**src/rtl/tagger_pkg.sv**
```systemverilog
// Package: shared constants for the I2C framing event tagger.
// Assumes event indices are dense, starting at zero.
package tagger_pkg;
    localparam int NUM_EV   = 2;
    localparam int EV_START = 0;
    localparam int EV_STOP  = 1;
    // Which event chains a detected start aborts (bit per event index).
    localparam logic [NUM_EV-1:0] ABORTED_BY_START = 2'b10;
endpackage

```
**src/rtl/line_cond_detect.sv**
```systemverilog
// Module: line_cond_detect
// Keeps one-sample history of both bus lines and flags start/stop
// conditions combinationally against the current sample.
// Assumes the lines are already synchronous to clk.
module line_cond_detect
    import tagger_pkg::*;
(
    input  logic              clk,
    input  logic              rst_n,
    input  logic              sda_in,
    input  logic              scl_in,
    output logic [NUM_EV-1:0] hit
);
    logic sda_prev;
    logic scl_prev;
    logic scl_held;

    // Line history, reset to the idle-high bus state.
    always_ff @(posedge clk) begin
        if (!rst_n) begin
            sda_prev <= 1'b1;
            scl_prev <= 1'b1;
        end else begin
            sda_prev <= sda_in;
            scl_prev <= scl_in;
        end
    end

    // Clock must be high in both samples for a data change to count.
    always_comb begin
        scl_held      = scl_prev & scl_in;
        hit           = '0;
        hit[EV_START] = scl_held & sda_prev & ~sda_in;
        hit[EV_STOP]  = scl_held & ~sda_prev & sda_in;
    end
endmodule

```
**src/rtl/event_chain.sv**
```systemverilog
// Module: event_chain
// One condition flag plus a marker-propagation chain. A hit sets the flag
// and arms a marker; each tick shifts it one stage. Strobe = tap STROBE_TAP
// and not the next tap; flag drops once the marker reaches CLEAR_TAP.
// Assumes STROBE_TAP+1 < CLEAR_TAP < CHAIN_LEN.
module event_chain #(
    parameter int CHAIN_LEN  = 4,
    parameter int STROBE_TAP = 1,
    parameter int CLEAR_TAP  = 3
) (
    input  logic clk,
    input  logic rst_n,
    input  logic tick,
    input  logic hit,
    input  logic abort,
    output logic flag,
    output logic strobe
);
    localparam int LAST = CHAIN_LEN - 1;

    logic            armed;
    logic [LAST:0]   taps;

    // Flag, arm bit and chain: hit restarts, abort empties, tick shifts.
    always_ff @(posedge clk) begin
        if (!rst_n) begin
            flag  <= 1'b0;
            armed <= 1'b0;
            taps  <= '0;
        end else if (hit) begin
            flag  <= 1'b1;
            armed <= 1'b1;
            taps  <= '0;
        end else if (abort) begin
            flag  <= 1'b0;
            armed <= 1'b0;
            taps  <= '0;
        end else begin
            if (tick) begin
                taps  <= {taps[LAST-1:0], armed};
                armed <= 1'b0;
            end
            if (taps[CLEAR_TAP]) begin
                flag <= 1'b0;
            end
        end
    end

    // Adjacent-tap decode: high for exactly one tick period.
    assign strobe = taps[STROBE_TAP] & ~taps[STROBE_TAP+1];
endmodule

```
**src/rtl/store_merge.sv**
```systemverilog
// Module: store_merge
// Combines the per-event strobes with the external data-ready strobe.
// Assumes all sources are already one-tick-wide pulses.
module store_merge #(
    parameter int N_SRC = 2
) (
    input  logic [N_SRC-1:0] ev_strobe,
    input  logic             ext_strobe,
    output logic             store
);
    // Plain OR, no register, so the external strobe keeps its timing.
    assign store = (|ev_strobe) | ext_strobe;
endmodule

```
**src/rtl/bus_event_tagger.sv**
```systemverilog
// Module: bus_event_tagger (top)
// Detects I2C start/stop, runs one event_chain per condition, merges the
// strobes and emits a one-cycle start pulse for the byte-capture block.
// Assumes dly_tick is a single-cycle enable from a clock divider.
module bus_event_tagger
    import tagger_pkg::*;
#(
    parameter int CHAIN_LEN  = 4,
    parameter int STROBE_TAP = 1,
    parameter int CLEAR_TAP  = 3
) (
    input  logic clk,
    input  logic rst_n,
    input  logic dly_tick,
    input  logic sda_in,
    input  logic scl_in,
    input  logic byte_ready,
    output logic start_flag,
    output logic stop_flag,
    output logic store_strobe,
    output logic start_pulse
);
    logic [NUM_EV-1:0] ev_hit;
    logic [NUM_EV-1:0] ev_abort;
    logic [NUM_EV-1:0] ev_flag;
    logic [NUM_EV-1:0] ev_strobe;

    line_cond_detect u_detect (
        .clk    (clk),
        .rst_n  (rst_n),
        .sda_in (sda_in),
        .scl_in (scl_in),
        .hit    (ev_hit)
    );

    // One identical chain per framing condition.
    for (genvar g = 0; g < NUM_EV; g++) begin : g_chain
        assign ev_abort[g] = ABORTED_BY_START[g] & ev_hit[EV_START];

        event_chain #(
            .CHAIN_LEN  (CHAIN_LEN),
            .STROBE_TAP (STROBE_TAP),
            .CLEAR_TAP  (CLEAR_TAP)
        ) u_chain (
            .clk    (clk),
            .rst_n  (rst_n),
            .tick   (dly_tick),
            .hit    (ev_hit[g]),
            .abort  (ev_abort[g]),
            .flag   (ev_flag[g]),
            .strobe (ev_strobe[g])
        );
    end

    store_merge #(.N_SRC(NUM_EV)) u_merge (
        .ev_strobe  (ev_strobe),
        .ext_strobe (byte_ready),
        .store      (store_strobe)
    );

    // Registered start pulse, aligned with the start flag rising.
    always_ff @(posedge clk) begin
        if (!rst_n) start_pulse <= 1'b0;
        else        start_pulse <= ev_hit[EV_START];
    end

    assign start_flag = ev_flag[EV_START];
    assign stop_flag  = ev_flag[EV_STOP];
endmodule

```
**config.mk**
```make
export PLATFORM = sky130hd
export DESIGN_NAME = bus_event_tagger
export DESIGN_NICKNAME = d
export VERILOG_FILES = /design/src/rtl/tagger_pkg.sv /design/src/rtl/line_cond_detect.sv /design/src/rtl/event_chain.sv /design/src/rtl/store_merge.sv /design/src/rtl/bus_event_tagger.sv
export SDC_FILE = /design/constraint.sdc
export NUM_CORES = 1
export LEC_CHECK = 0
export BUFFER_PORTS_ARGS = -buffer_cell sky130_fd_sc_hd__buf_2
export CAP_MARGIN = 15
export CORE_MARGIN = 2
export CORE_UTILIZATION = 30
export CTS_CLUSTER_DIAMETER = 200
export DETAILED_ROUTE_END_ITERATION = 12
export PLACE_DENSITY = 0.46
export SLEW_MARGIN = 20
export SYNTH_ARGS = -nofsm -noshare
export SYNTH_HDL_FRONTEND = slang
export SYNTH_HIERARCHICAL = 1
export SYNTH_SLANG_ARGS = --single-unit
```
**constraint.sdc**
```tcl
create_clock -name clk -period 1.2 [get_ports clk]
set_input_delay 0.12 -clock clk [delete_from_list [all_inputs] [get_ports clk]]
set_output_delay 0.12 -clock clk [all_outputs]
set_load 0.01 [all_outputs]
```
---- Word level (Yosys, flattened, before mapping) ----
Index checks and enable logic that the tools add are counted.
word-level totals
  memories ................................ 0
  bits in read-only memories .............. 0
  register bits ........................... 15
  bits in writable memories ............... 0
  bits in latches ......................... 0
  output and inout port bits .............. 4
  input port bits ......................... 6
cells by class
  eq/ne operators ......................... 0
  shift-type cells ........................ 0
  bitwise operators ....................... 13
  div/mod/pow operators ................... 0
  magnitude comparators ................... 0
  multipliers ............................. 0
  $add $sub $neg .......................... 0
  reduce and logical (&&, ||, !) cells .... 7
  muxes and demuxes ....................... 9
operators by type and width
  kind                number
  $mux W1             9
  $and A1 B1 Y1       7
  $reduce_bool A3 Y1  2
  $not A1 Y1          5
  $reduce_bool A2 Y1  2
  $reduce_or A2 Y1    2
  $reduce_or A3 Y1    1
  $or A1 B1 Y1        1

---- Depth between registers and ports, before layout ----
  depth after elaboration ................. 5
  gate-level depth with buffers ........... 3
  depth with buffers taken out ............ 3

---- Modules after synthesis ----
Netlist, hierarchy kept.
modules (own cells, without submodules)
  module            seq. area each (um2)  area an instance (um2)  cells an instance  times used
  event_chain       120.1                 227.7                   21                 2
  line_cond_detect  40.0                  72.6                    6                  1
  bus_event_tagger  20.0                  30.0                    3                  1
  store_merge       0.0                   6.3                     1                  1

---- Worst setup path after synthesis ----
No wires, ideal clock.
  path type ............................... register to register
  from .................................... register u_detect.scl_prev
  to ...................................... register g_chain[0].u_chain.taps[0]
  arrival time ............................ 1.033 ns
  slack ................................... 0.103 ns
  buffers on the path ..................... 0
  period minus slack after synthesis ...... 1.097 ns
  library setup time ...................... 0.064 ns
  cell stages (with the launch flop) ...... 4
  path through ............................ dfxtp_1 -> and4b_1 -> or3b_4 -> nor2_1
on the way
  cells in the longest elaborated chain, start to end .. 4
ends and longest elaborated chain
  item                               RTL line                source
  start: declaration                 line_cond_detect.sv:15  logic scl_prev;
  start signal: assignment           line_cond_detect.sv:25  scl_prev <= scl_in;
  $and A1 B1 Y1                      line_cond_detect.sv:31  scl_held = scl_prev & scl_in;
  $and A1 B1 Y1 (2 in a row)         line_cond_detect.sv:33  hit[EV_START] = scl_held & sda_prev & ~sda_in;
  via ev_hit[0]                      bus_event_tagger.sv:23  logic [NUM_EV-1:0] ev_hit;
  $reduce_or A2 Y1 (no source line)  n/a
  end signal: assignment             event_chain.sv:40       taps <= {taps[LAST-1:0], armed};
  end: declaration                   event_chain.sv:22       logic [LAST:0] taps;
The timed path passes the listed nets, and every way through them passes these cells.
A chain may end at the register's enable or synchronous reset.

---- Final worst setup path ----
  from .................................... register g_chain[0].u_chain.taps[1]
  to ...................................... output port store_strobe
on the way
  cells in the longest elaborated chain, start to end .. 3
ends and longest elaborated chain
  item              RTL line                source
  $and A1 B1 Y1     event_chain.sv:50       assign strobe = taps[STROBE_TAP] & ~taps[STROBE_TAP+1];
  via ev_strobe[0]  bus_event_tagger.sv:26  logic [NUM_EV-1:0] ev_strobe;
  $reduce_or A2 Y1  store_merge.sv:12       assign store = (|ev_strobe) | ext_strobe;
  $or A1 B1 Y1      store_merge.sv:12
  end: declaration  bus_event_tagger.sv:20  output logic store_strobe,
The timed path passes the listed nets, and every way through them passes these cells.

==> results.toml <==
[run_status]
status = "finished, violations left"
violations = "setup timing"

[power]
irDropWorstVdd_v = 0.000571
p_per_area_mw_per_mm2 = 1230
p_leak_nw = 0.315
total_power_w = 0.000864

[drt]
drt_iter0_drc = 0
route.vias.total = 389
drc = 0
antenna_left = 0
via_per_inst = 4.14
avgRoutedWirePerCell_um = 10.4
wl_um = 978
drtPass1Iterations = 1

[synth]
ys_ff_latch = 15
seq_area_frac_synth_pct = 53.2
syn_area_per_cell_um2 = 10.9
syn_inst = 52
synth.distinct_cells = 13
syn_area_um2 = 564
synth_warnings = 6

[cells_and_area]
antenna_cells = 0
final_nets = 76
drive_gt1_share_pct = 31.9
most-common-layout-cells = "13 x dfxtp_1, 9 x buf_2, 8 x mux2i_1"
final_util_pct = 40.1
mostFrequentLayoutCell = "dfxtp_1"
synthToLayoutAreaGrowth_pct = 24.2

[floorplanning]
core_mm2 = 0.00175
dieArea_mm2 = 0.00224
start_util_pct = 32.3
die_w_um = 47.4
die_h_um = 47.4
rows = 15
num_io_pins = 10

[clock_network]
root_buffer = "clkbuf_4"
clock_path_buffers = 2
worstSkewPairLatency_ps = 280
cts_tree = "done"
cts.sinks = 15
path_clk_slew_ps = 90
cts_buffers = 3
htreeDepth = 1

[worst_hold_path]
hold_path_class = "in -> reg"

[critical_path]
slowest_delay_ps = 330
critical_path_class = "reg -> out"
worstPathMaxFanout = 2
cp-start-kind = "flop"
cp_top_family = "simple AND/OR/NAND/NOR gates"
crit_chain = "nor2b_1, or3_1, buf_2"
cp.required_ps = 1080
cp_data_arrival_time_ps = 1190
cp.buffers_inverters = 1
end_kind = "primary output"
critical_path.slowest_cell = "dfxtp_2"

[global_route]
grt-ovfl-total = 0
grt_max_degree = 11
grt_pass1_wl_um = 1500
grt.total_usage_pct = 10.3
antenna_found_initial = 0
grt_pass1_vias = 347

[run]
cap_violations = 0

[sta]
max_freq_mhz = 766
period_share_pct = 109
fin_tns_setup_ps = -106
rsz0062_at_grt = "yes"
fin_crit_ps = 1310
setup_violations = 1
fin_skew_ps = 3.01
hold_violations = 0
final.setup.worst_slack_ps = -106
slew_violations = 0

[placement]
dp_hpwl_um = 641
gp_congestion = 0.690
numPortBuffers = 9
-- cells by family after synthesis --
logic type	share of synthesized area [%]
AO/OA/AOI/OAI	5.32
other	0.665
flip-flops	53.2
buffers and inverters	1.77
AND/OR/NAND/NOR	24.8
multiplexers	14.2
-- synth_stat cells, drive strengths merged --
cell type  instances  area (um^2)
dfxtp             15          300
mux2i              8         80.1
nor2               8         30.0
nor3b              4         30.0
o21a               4         30.0
and4b              2         20.0
buf                2         10.0
nand2b             2         12.5
nor2b              2         12.5
or3b               2         22.5
and2               1         6.26
conb               1         3.75
or3                1         6.26
-- per-layer routing --
layer	up-vias	wire length (um)	track usage [%]
met3	2	46	2.31
met2	8	428	13.2
met4	0	10	10.0
met1	171	492	13.6
li1	208	-	-
met5	-	0	0
-- area by class of cell --
cell class,count,area [um^2]
sequential,15,303
fill,193,1040
timing repair buffer,13,75.1
multi-input combinational,37,265
clock buffer,4,26.3
tap,25,31.3
-- per-stage QoR --
stage | area, um^2 | hold slack [ps] | setup WS, ps | instances
floorplan | 572 | 193 | 103 | 54
detailed placement | 646 | 334 | 37.4 | 87
finish | 701 | 44.9 | -106 | 94
global placement | 646 | 329 | 62.8 | 87
global route | 701 | 48.0 | -151 | 94
CTS | 689 | 34.4 | -123 | 93
-- where the power goes --
part / switching [W] / total, W / internal [W]
Sequential: 0.00000358 / 0.000511 / 0.000507
Combinational: 0.0000334 / 0.0000694 / 0.0000359
Clock: 0.000155 / 0.000284 / 0.000129
Total: 0.000192 / 0.000864 / 0.000672
-- registers in the layout, indices dropped and copies added, names as in the netlist --
signal	cells
start_pulse	1
u_detect/scl_prev	1
u_detect/sda_prev	1
g_chain.u_chain/armed	2
g_chain.u_chain/taps	8
g_chain.u_chain/flag	2
-- path summary, 6_finish.rpt --
kind	startpoint	slack (ps)	depth (start not counted)	to
setup / recovery	g_chain[0].u_chain/taps[1]	-110	3	store_strobe
hold / removal	sda_in	40	2	u_detect/sda_prev
setup reg to reg	u_detect/sda_prev	40	3	g_chain[1].u_chain/taps[1]
hold reg to reg	g_chain[1].u_chain/armed	500	2	g_chain[1].u_chain/taps[0]
-- timing repair --
item                                    CTS  global route
pin swaps                                 1             2
endpoints found under the setup margin    1             8
resized for setup                         2             2
hold endpoints to repair                  0             0
buffers inserted                          2             1
hold buffers                              0             0
(Power assumes the default switching activity.)
